## src/rtl/sap_pkg.sv

```systemverilog
package sap_pkg;
  typedef enum logic [1:0] {
    FMT_LJ  = 2'b00,
    FMT_I2S = 2'b01,
    FMT_RJ  = 2'b10,
    FMT_RAW = 2'b11
  } sap_fmt_e;

  typedef struct packed {
    logic     master;
    sap_fmt_e fmt;
  } sap_cfg_t;
endpackage

```

## src/rtl/sap_cfg_latch.sv

```systemverilog
module sap_cfg_latch
  import sap_pkg::*;
(
  input  logic       clk,
  input  logic       rst,
  input  logic       strap_master,
  input  logic [1:0] strap_fmt,
  output sap_cfg_t   cfg,
  output logic       cfg_err
);
  sap_fmt_e req_fmt;
  logic     bad_combo;

  assign req_fmt   = sap_fmt_e'(strap_fmt);
  assign bad_combo = !strap_master && (req_fmt == FMT_RJ);

  // Straps are followed while reset is high; the last value is kept.
  always_ff @(posedge clk) begin
    if (rst) begin
      cfg.master <= strap_master;
      cfg.fmt    <= bad_combo ? FMT_LJ : req_fmt;
      cfg_err    <= bad_combo;
    end
  end
endmodule

```

## src/rtl/sap_timing.sv

```systemverilog
module sap_timing #(
  parameter  int SLOT_BITS = 32,
  parameter  int MCLK_DIV  = 4,
  localparam int KW        = $clog2(SLOT_BITS),
  localparam int DW        = $clog2(MCLK_DIV)
) (
  input  logic          clk,
  input  logic          rst,
  input  logic          master,
  input  logic          i2s,
  input  logic          sclk_in,
  input  logic          lrck_in,
  output logic          upd,
  output logic          load,
  output logic          right,
  output logic [KW-1:0] k,
  output logic          sclk_lvl
);
  localparam logic [DW-1:0] MC_LAST = DW'(MCLK_DIV - 1);
  localparam logic [KW-1:0] K_LAST  = KW'(SLOT_BITS - 1);

  // master-side divider and frame position
  logic [DW-1:0] mc;
  logic [KW:0]   mslot;

  always_ff @(posedge clk) begin
    if (rst) begin
      mc    <= '0;
      mslot <= '0;
    end else if (master) begin
      mc <= mc + 1'b1;
      if (mc == MC_LAST) mslot <= mslot + 1'b1;
    end
  end

  // slave-side synchronizers and slot tracking
  logic [2:0]    sck_sync;
  logic [1:0]    lr_sync;
  logic          lr_last;
  logic [KW-1:0] sk;
  logic          s_fall, s_lr, s_edge, s_right;
  logic [KW-1:0] s_k;

  assign s_fall  = sck_sync[2] & ~sck_sync[1];
  assign s_lr    = lr_sync[1];
  assign s_edge  = s_lr ^ lr_last;
  assign s_right = s_lr ^ ~i2s;
  assign s_k     = s_edge ? '0 : ((sk == K_LAST) ? K_LAST : sk + 1'b1);

  always_ff @(posedge clk) begin
    if (rst) begin
      sck_sync <= '0;
      lr_sync  <= '0;
      lr_last  <= 1'b0;
      sk       <= K_LAST;
    end else begin
      sck_sync <= {sck_sync[1:0], sclk_in};
      lr_sync  <= {lr_sync[0], lrck_in};
      if (s_fall) begin
        lr_last <= s_lr;
        sk      <= s_k;
      end
    end
  end

  always_comb begin
    if (master) begin
      upd   = 1'b1;
      load  = (mc == '0) && (mslot == '0);
      right = mslot[KW];
      k     = mslot[KW-1:0];
    end else begin
      upd   = s_fall;
      load  = s_fall & s_edge & ~s_right;
      right = s_right;
      k     = s_k;
    end
    sclk_lvl = mc[DW-1];
  end
endmodule

```

## src/rtl/sap_serializer.sv

```systemverilog
module sap_serializer
  import sap_pkg::*;
#(
  parameter  int AUD_W     = 24,
  parameter  int SF_W      = 28,
  parameter  int SLOT_BITS = 32,
  localparam int KW        = $clog2(SLOT_BITS),
  localparam int C_POS     = 1,
  localparam int U_POS     = 2
) (
  input  logic            clk,
  input  logic            rst,
  input  sap_cfg_t        cfg,
  input  logic            upd,
  input  logic            load,
  input  logic            right,
  input  logic [KW-1:0]   k,
  input  logic            sclk_lvl,
  input  logic            in_valid,
  input  logic [SF_W-1:0] in_left,
  input  logic [SF_W-1:0] in_right,
  output logic            sclk_out,
  output logic            lrck_out,
  output logic            sdata,
  output logic            cbit,
  output logic            ubit
);
  localparam logic [KW-1:0] K_LAST = KW'(SLOT_BITS - 1);

  logic [SF_W-1:0]      pend_l, pend_r, cur_l, cur_r;
  logic [SF_W-1:0]      src_l, src_r, word;
  logic [AUD_W-1:0]     aud;
  logic [SLOT_BITS-1:0] slot_vec;
  logic                 i2s;

  assign i2s   = (cfg.fmt == FMT_I2S);
  assign src_l = load ? pend_l : cur_l;
  assign src_r = load ? pend_r : cur_r;
  assign word  = right ? src_r : src_l;
  assign aud   = word[SF_W-1 -: AUD_W];

  // One channel slot laid out MSB-first per format
  always_comb begin
    unique case (cfg.fmt)
      FMT_LJ:  slot_vec = {aud, {(SLOT_BITS - AUD_W){1'b0}}};
      FMT_I2S: slot_vec = {1'b0, aud, {(SLOT_BITS - AUD_W - 1){1'b0}}};
      FMT_RJ:  slot_vec = {{(SLOT_BITS - AUD_W){1'b0}}, aud};
      default: slot_vec = {word, {(SLOT_BITS - SF_W){1'b0}}};
    endcase
  end

  always_ff @(posedge clk) begin
    if (rst) begin
      pend_l   <= '0;
      pend_r   <= '0;
      cur_l    <= '0;
      cur_r    <= '0;
      sclk_out <= 1'b0;
      lrck_out <= 1'b0;
      sdata    <= 1'b0;
      cbit     <= 1'b0;
      ubit     <= 1'b0;
    end else begin
      if (in_valid) begin
        pend_l <= in_left;
        pend_r <= in_right;
      end
      if (upd) begin
        if (load) begin
          cur_l <= pend_l;
          cur_r <= pend_r;
        end
        sclk_out <= cfg.master & sclk_lvl;
        lrck_out <= cfg.master & (~right ^ i2s);
        sdata    <= slot_vec[K_LAST - k];
        cbit     <= cfg.master & word[C_POS];
        ubit     <= cfg.master & word[U_POS];
      end
    end
  end
endmodule

```

## src/rtl/sap_strap_tx.sv

```systemverilog
module sap_strap_tx
  import sap_pkg::*;
#(
  parameter  int AUD_W     = 24,
  parameter  int SF_W      = 28,
  parameter  int SLOT_BITS = 32,
  parameter  int MCLK_DIV  = 4,
  localparam int KW        = $clog2(SLOT_BITS)
) (
  input  logic            clk,
  input  logic            rst,
  input  logic            strap_master,
  input  logic [1:0]      strap_fmt,
  input  logic            in_valid,
  input  logic [SF_W-1:0] in_left,
  input  logic [SF_W-1:0] in_right,
  input  logic            sclk_in,
  input  logic            lrck_in,
  output logic            sclk_out,
  output logic            lrck_out,
  output logic            sdata,
  output logic            cbit,
  output logic            ubit,
  output logic            is_master,
  output logic            cfg_err
);
  sap_cfg_t      cfg;
  logic          upd, load, right, sclk_lvl;
  logic [KW-1:0] k;

  sap_cfg_latch u_cfg (
    .clk(clk), .rst(rst), .strap_master(strap_master), .strap_fmt(strap_fmt),
    .cfg(cfg), .cfg_err(cfg_err)
  );

  sap_timing #(.SLOT_BITS(SLOT_BITS), .MCLK_DIV(MCLK_DIV)) u_tim (
    .clk(clk), .rst(rst), .master(cfg.master), .i2s(cfg.fmt == FMT_I2S),
    .sclk_in(sclk_in), .lrck_in(lrck_in),
    .upd(upd), .load(load), .right(right), .k(k), .sclk_lvl(sclk_lvl)
  );

  sap_serializer #(.AUD_W(AUD_W), .SF_W(SF_W), .SLOT_BITS(SLOT_BITS)) u_ser (
    .clk(clk), .rst(rst), .cfg(cfg), .upd(upd), .load(load), .right(right),
    .k(k), .sclk_lvl(sclk_lvl), .in_valid(in_valid), .in_left(in_left),
    .in_right(in_right), .sclk_out(sclk_out), .lrck_out(lrck_out),
    .sdata(sdata), .cbit(cbit), .ubit(ubit)
  );

  assign is_master = cfg.master;
endmodule

```

## config.mk

```make
export PLATFORM = sky130hd
export DESIGN_NAME = sap_strap_tx
export DESIGN_NICKNAME = d
export VERILOG_FILES = /design/src/rtl/sap_pkg.sv /design/src/rtl/sap_cfg_latch.sv /design/src/rtl/sap_timing.sv /design/src/rtl/sap_serializer.sv /design/src/rtl/sap_strap_tx.sv
export SDC_FILE = /design/constraint.sdc
export NUM_CORES = 1
export LEC_CHECK = 0
export ABC_AREA = 0
export BUFFER_PORTS_ARGS = -buffer_cell sky130_fd_sc_hd__buf_2
export CAP_MARGIN = 20
export CORE_MARGIN = 2
export CORE_UTILIZATION = 50
export CTS_CLUSTER_DIAMETER = 40
export DETAILED_ROUTE_END_ITERATION = 7
export GPL_ROUTABILITY_DRIVEN = 0
export GPL_TIMING_DRIVEN = 0
export MAX_ROUTING_LAYER = met4
export PLACE_DENSITY = 0.83
export SYNTH_ARGS = -nofsm -noshare
export SYNTH_HDL_FRONTEND = slang
export SYNTH_SLANG_ARGS = --single-unit
```

## constraint.sdc

```tcl
create_clock -name clk -period 2.8 [get_ports clk]
set_input_delay 0.28 -clock clk [delete_from_list [all_inputs] [get_ports clk]]
set_output_delay 0.28 -clock clk [all_outputs]
set_load 0.01 [all_outputs]
```

==> Word-level counts from Yosys, hierarchy flattened <==
Index checks and enable logic that the tools add are counted.
{ "op_classes": {"addsub": 4, "mul": 0, "n_div": 0, "order_cmp": 1, "eq_ne": 5, "n_shift": 0, "mux": 12, "bitwise": 14, "n_reduce_logical": 7} }
{ "ops": {"columns": ["cell", "n"], "rows": [
  ["$pmux 32 s3", 1],
  ["$mux 28", 3],
  ["$mux 5", 3],
  ["$and 1x1->1", 7],
  ["$add 6x1->6 const B", 1],
  ["$eq 2x2->1 const B", 3],
  ["$logic_not 6->1", 1],
  ["$lt 5x6->1 const B", 1],
  ["$add 5x1->5 const B", 1],
  ["$bmux 1 s5", 1],
  ["$eq 5x5->1 const B", 1],
  ["$sub 5x5->5 const A", 1],
  ["$logic_not 2->1", 2],
  ["$mux 1", 4],
  ["$not 1->1", 4],
  ["$xor 1x1->1", 3],
  ["$add 2x1->2 const B", 1],
  ["$eq 2x1->1 const B", 1],
  ["$logic_and 1x1->1", 2],
  ["$reduce_and 2->1", 1],
  ["$logic_not 1->1", 1]
]} }
{ "totals": {"ff_bits": 140, "latchBits": 0, "ram_bits": 0, "rom_bits": 0, "in_bits": 64, "out_inout_bits": 7, "memories": 0} }

==> Longest topological paths before layout <==
{ "logic_depth": {"word_depth": 11, "depth_mapped": 14} }

==> Modules after synthesis <==
A second synthesis with hierarchy kept.
{ "hier_totals": {"cells_unflattened": 746, "area_unflattened_um2": 7004.2} }
{ "by_module_without_submodules": {"columns": ["module", "n_inst", "cells_per_inst", "area_each_um2", "seq_area_each_um2"], "rows": [
  ["sap_serializer", 1, 633, 5899.4, 2342.2],
  ["sap_timing", 1, 105, 947.2, 380.4],
  ["sap_cfg_latch", 1, 7, 143.9, 120.1],
  ["sap_strap_tx", 1, 1, 13.8, 0.0]
]} }

==> Worst setup path before layout <==
OpenSTA, ideal clock, no wires.
{ "synth_path": {"path_type": "reg2reg", "start": "register u_cfg.cfg[2] (netlist name)", "end": "register u_ser.sdata", "setup_ps": 96, "arrival_time_ps": 2590, "path_slack_ps": 114, "path_stages_with_launch": 14, "path_buffers": 4, "synth_period_minus_slack_ps": 2686, "cell_sequence": "edfxtp_1 buf_2 a221o_1 buf_4 buf_6 buf_4 mux2i_1 mux2i_1 o22ai_1 o21ai_1 nand2_1 o41ai_2 nor3_1 o41ai_2"} }
{ "synth_via": {"elab_chain_cells": 6, "word_cells_on_any_way": 11, "cone_classes": "add/sub (1); mux (10)"} }
{ "synth_rtl": {"columns": ["item", "line_no", "text"], "rows": [
  ["branches (longest 6 deep; another with $sub 5x5->5)", null, null],
  ["end signal: assignment", "sap_serializer.sv:75", "sdata <= slot_vec[K_LAST - k];"],
  ["end: declaration", "sap_serializer.sv:24", "output logic sdata,"]
]} }
Several ways; the timed one is not identified. The select of a mux whose other input is x is not followed.
A chain may end at the register's enable or synchronous reset.

==> Final worst setup path <==
{ "layout_path": {"start": "register u_tim.sk[0]", "end": "register u_ser.sdata"} }
{ "layout_via": {"elab_chain_cells": 7, "word_cells_on_any_way": 8, "cone_classes": "add/sub (2); eq/ne (1); mux (5)"} }
{ "layout_rtl": {"columns": ["item", "line_no", "text"], "rows": [
  ["start: declaration", "sap_timing.sv:40", "logic [KW-1:0] sk;"],
  ["start signal: assignment", "sap_timing.sv:61", "sk <= s_k;"],
  ["$add 5x1->5 or $eq 5x5->1 (tied branches)", "sap_timing.sv:48", "assign s_k = s_edge ? '0 : ((sk == K_LAST) ? K_LAST : sk + 1'b1);"],
  ["$mux 5 (*) (2 in a row)", "sap_timing.sv:48", null],
  ["$mux 5 (*)", "sap_timing.sv:67", "if (master) begin"],
  ["$sub 5x5->5 (*)", "sap_serializer.sv:75", null],
  ["$bmux 1 s5 (*)", "sap_serializer.sv:75", null],
  ["$mux 1 (implied by the code) (*)", "sap_serializer.sv:75", null]
]} }
Every way passes the cells marked *; elsewhere a longest branch is shown, timed or not. The select of a mux whose other input is x is not followed.

==> metrics <==
Slew @ Worst Pin=a little under 1000 ps; Die W=122.1 um; GRT overflow=0; syn_nets=889; Slew Limit Fails=0; P per Cell Area=644.5 nW/um2; P_sw=about 1600 uW; Via density=roughly 6; initial antenna violation count=0; Layout area overhead=22.25%; CP required=about 3100 ps; WP depth=13; Buffers on Ports=a little under 70; #FFs+latches synth=140; # nets final=~1.0k; Crit. Startpoint=u_tim.sk[0]; number of synthesized flops with an enable pin=4; DR pass1 iterations=8; max-cap violations=0; Crit path max-delay family=compound AO/OA/AOI/OAI gates; most common cell after layout, fill and taps aside=nand2_1; Worst path max stage delay=~430 ps; crit path cell chain=ha_2, nand4_1, a211oi_2, buf_4, a21oi_4, buf_12, mux2_1, a211oi_2, nor2_1, o31ai_1, a21oi_1, nor3_2, o41ai_2; Reg power frac=around two fifths; min-delay worst type=primary input to register; first-pass GRT wire length=around 32000 um; FF-to-FF End=u_ser.sdata; average cell area after synthesis=8.497 um2; CP bufs+invs=2; DP HPWL=about 14000 um; routed wire length=just under 20000 um; R2R depth=13; wire per inst=about 18 um; fmax=roughly 340 MHz; vias in the first global route=around 6.3k; critical path class=register to register; Clock Skew=a little over 10 ps; switching share of power=approximately 29%; Worst EP arrival=3270 ps; Netlist cell types=60; # diodes=0; part of the power in the clock network=around two fifths; Root Buffer=clkbuf_16; Final Hold Fails=0; Initial Util=50.79%; I/O pin total=71; WHS=about 60 ps; most frequent cell on the critical path=a211oi_2; CTS tree=yes; number of fill cells=between 1k and 1.5k; DRC violation count after routing=0; clock tree buffer depth=2; Clock Latency Late Sink=430 ps; Starting DRT DRC Count=roughly 750; worst vdd ir=a little under 0.6 mV; Synth Instances=820; clock sink total=140; Worst Setup Start Kind=register; via count=around 6.6k; yosys warns=0; layout cells sized above 1=between 20 and 25%; Inst Count DP=1069; clock slew at reported path FFs=around 60 ps; Leak=0.003544 uW; Hold Path Depth=1; post-synthesis sequential area ratio=about two fifths; Critical Path Fanout Max=8; asr flop ratio synth=0%; Core Box Area=about 14000 um2; H-tree Lvls=4; ANT nets after route=0; r2r setup slk=-180 ps; Mapped Area=6968 um2; Worst Setup End Kind=register; register area=~2800 um2; area of the multi-input gates=~4000 um2; RSZ-0062 raised after global routing=true; Max-slew headroom=35.35%; GRT Util Overall=between 20 and 30%; violated checks=setup timing; # rows=43; hold-fix buffers at CTS=0; cell-internal power=between 3000 and 4000 uW; Critical Path Sink=u_ser.sdata; largest net degree at the start of global routing=17; status=finished with violations; Reg2Reg Launch Point=u_tim.sk[0]; Main synth FF type=dfxtp_1; most frequent cells in the layout=nand2_1 (158), dfxtp_1 (136), mux2i_1 (104); Chip Height=122.1 um; Num CTS Buffers=17; number of setup violations in the final report=1; final setup margin=-178.6 ps; DIE AREA=approximately 15000 um2; Period minus WS final=slightly below 3000 ps; Non-Filler Instances=~1.1k; Logic pwr share=about a fifth; CP max stage cell=dfxtp_1; final period utilization=106.4%
## worst min path at each step
stage | from | endpoint | slack, ps
4_1_cts | strap_master | u_cfg.cfg[2] | 50
6_report | strap_master | u_cfg.cfg[2] | 60
3_3_place_gp | u_tim.lr_sync[0] | u_tim.lr_sync[1] | 430
2_1_floorplan | strap_master | u_cfg.cfg[2] | 380
3_5_place_dp | u_tim.sck_sync[0] | u_tim.sck_sync[1] | 430
5_1_grt | strap_master | u_cfg.cfg[2] | 50
## synth_stat cells, drive strengths merged (6+ instances only)
master,number,area [um2]
a21oi,90,454.2
a22oi,6,45.04
a31oi,7,43.79
buf,30,171.4
clkbuf,35,131.4
dfxtp,136,2723
inv,7,26.28
mux2,9,101.3
mux2i,112,1137
nand2,158,593.1
nand3,11,55.05
nand4,10,62.56
nor2,88,330.3
nor2b,11,71.32
nor3,11,55.05
o211ai,7,52.55
o21ai,15,75.07
xnor2,8,77.58
## power groups by stage
stage,Combinational (uW),Clock (uW),Sequential (uW)
finish,1140,2160,2190
detailed placement,967,0,2230
global placement,950,0,2220
global route,1210,2270,2200
floorplan,695,0,2200
CTS,1100,2190,2180
## metrics by stage
step	utilization [%]	TNS, ps	cell area [um2]	worst slack, ps	total power, uW
2_1_floorplan	-	0	6968	114.3	2899
3_3_place_gp	54.95	-7642	7538	-407.6	3173
3_5_place_dp	54.95	-8481	7538	-451.8	3194
4_1_cts	62.00	-50.73	8506	-50.73	5472
5_1_grt	62.09	-328.3	8518	-328.3	5686
6_report	62.09	-178.6	8518	-178.6	5490
## flip-flops by register name, summed over array words and instances, names as in the netlist
| signal | cells |
|---|---|
| u_ser.sdata | 1 |
| u_tim.sk | 5 |
| u_ser.cur_l | 28 |
| u_ser.cur_r | 28 |
| u_tim.lr_sync | 2 |
| u_cfg.cfg_err | 1 |
| u_ser.lrck_out | 1 |
| u_ser.cbit | 1 |
| u_tim.mslot | 6 |
| u_ser.ubit | 1 |
| u_tim.sck_sync | 3 |
| u_ser.pend_r | 28 |
| u_ser.pend_l | 28 |
| u_tim.lr_last | 1 |
| u_ser.sclk_out | 1 |
| u_cfg.cfg | 3 |
| u_tim.mc | 2 |
## what timing repair did
item,4_1_cts,5_1_grt
pin swaps,14,0
resized for setup,51,7
setup endpoints to repair,52,10
setup buffers,23,0
## worst reg2reg max path, stage by stage, from the launching register on
cell and delay, ps:
dfxtp_1 430, ha_2 260, nand4_1 150, a211oi_2 240, buf_4 170, a21oi_4 40, buf_12 150, mux2_1 330
a211oi_2 280, nor2_1 70, o31ai_1 260, a21oi_1 140, nor3_2 240, o41ai_2 80
## layout make-up
class	instances	share of cell area, %
timing repair buffer	92	6.272
inverter	7	0.3085
tap	180	2.644
sequential	140	33.37
clock buffer	21	5.655
clock inverter	11	1.058
multi-input combinational	608	46.17
buffer	65	4.524
## per-layer routing
layer  GRT usage (%)  vias to the layer above  wire (um)
met2           45.67                      338       9422
met4           14.51                        0        922
met1           32.74                     3079       7712
li1                -                     3084          -
met3           7.397                       88       1761
met5               -                        -          0
## kinds of logic after synthesis
logic type	Yosys count	share of synthesized area, %
simple gates	303	18.19
compound gates	162	14.58
flops	140	40.80
mux	125	19.07
buf+inv	72	4.723
xor+xnor	13	1.742
fa+ha+maj	5	0.8978
No activity file was read; power rests on OpenSTA's default activity.
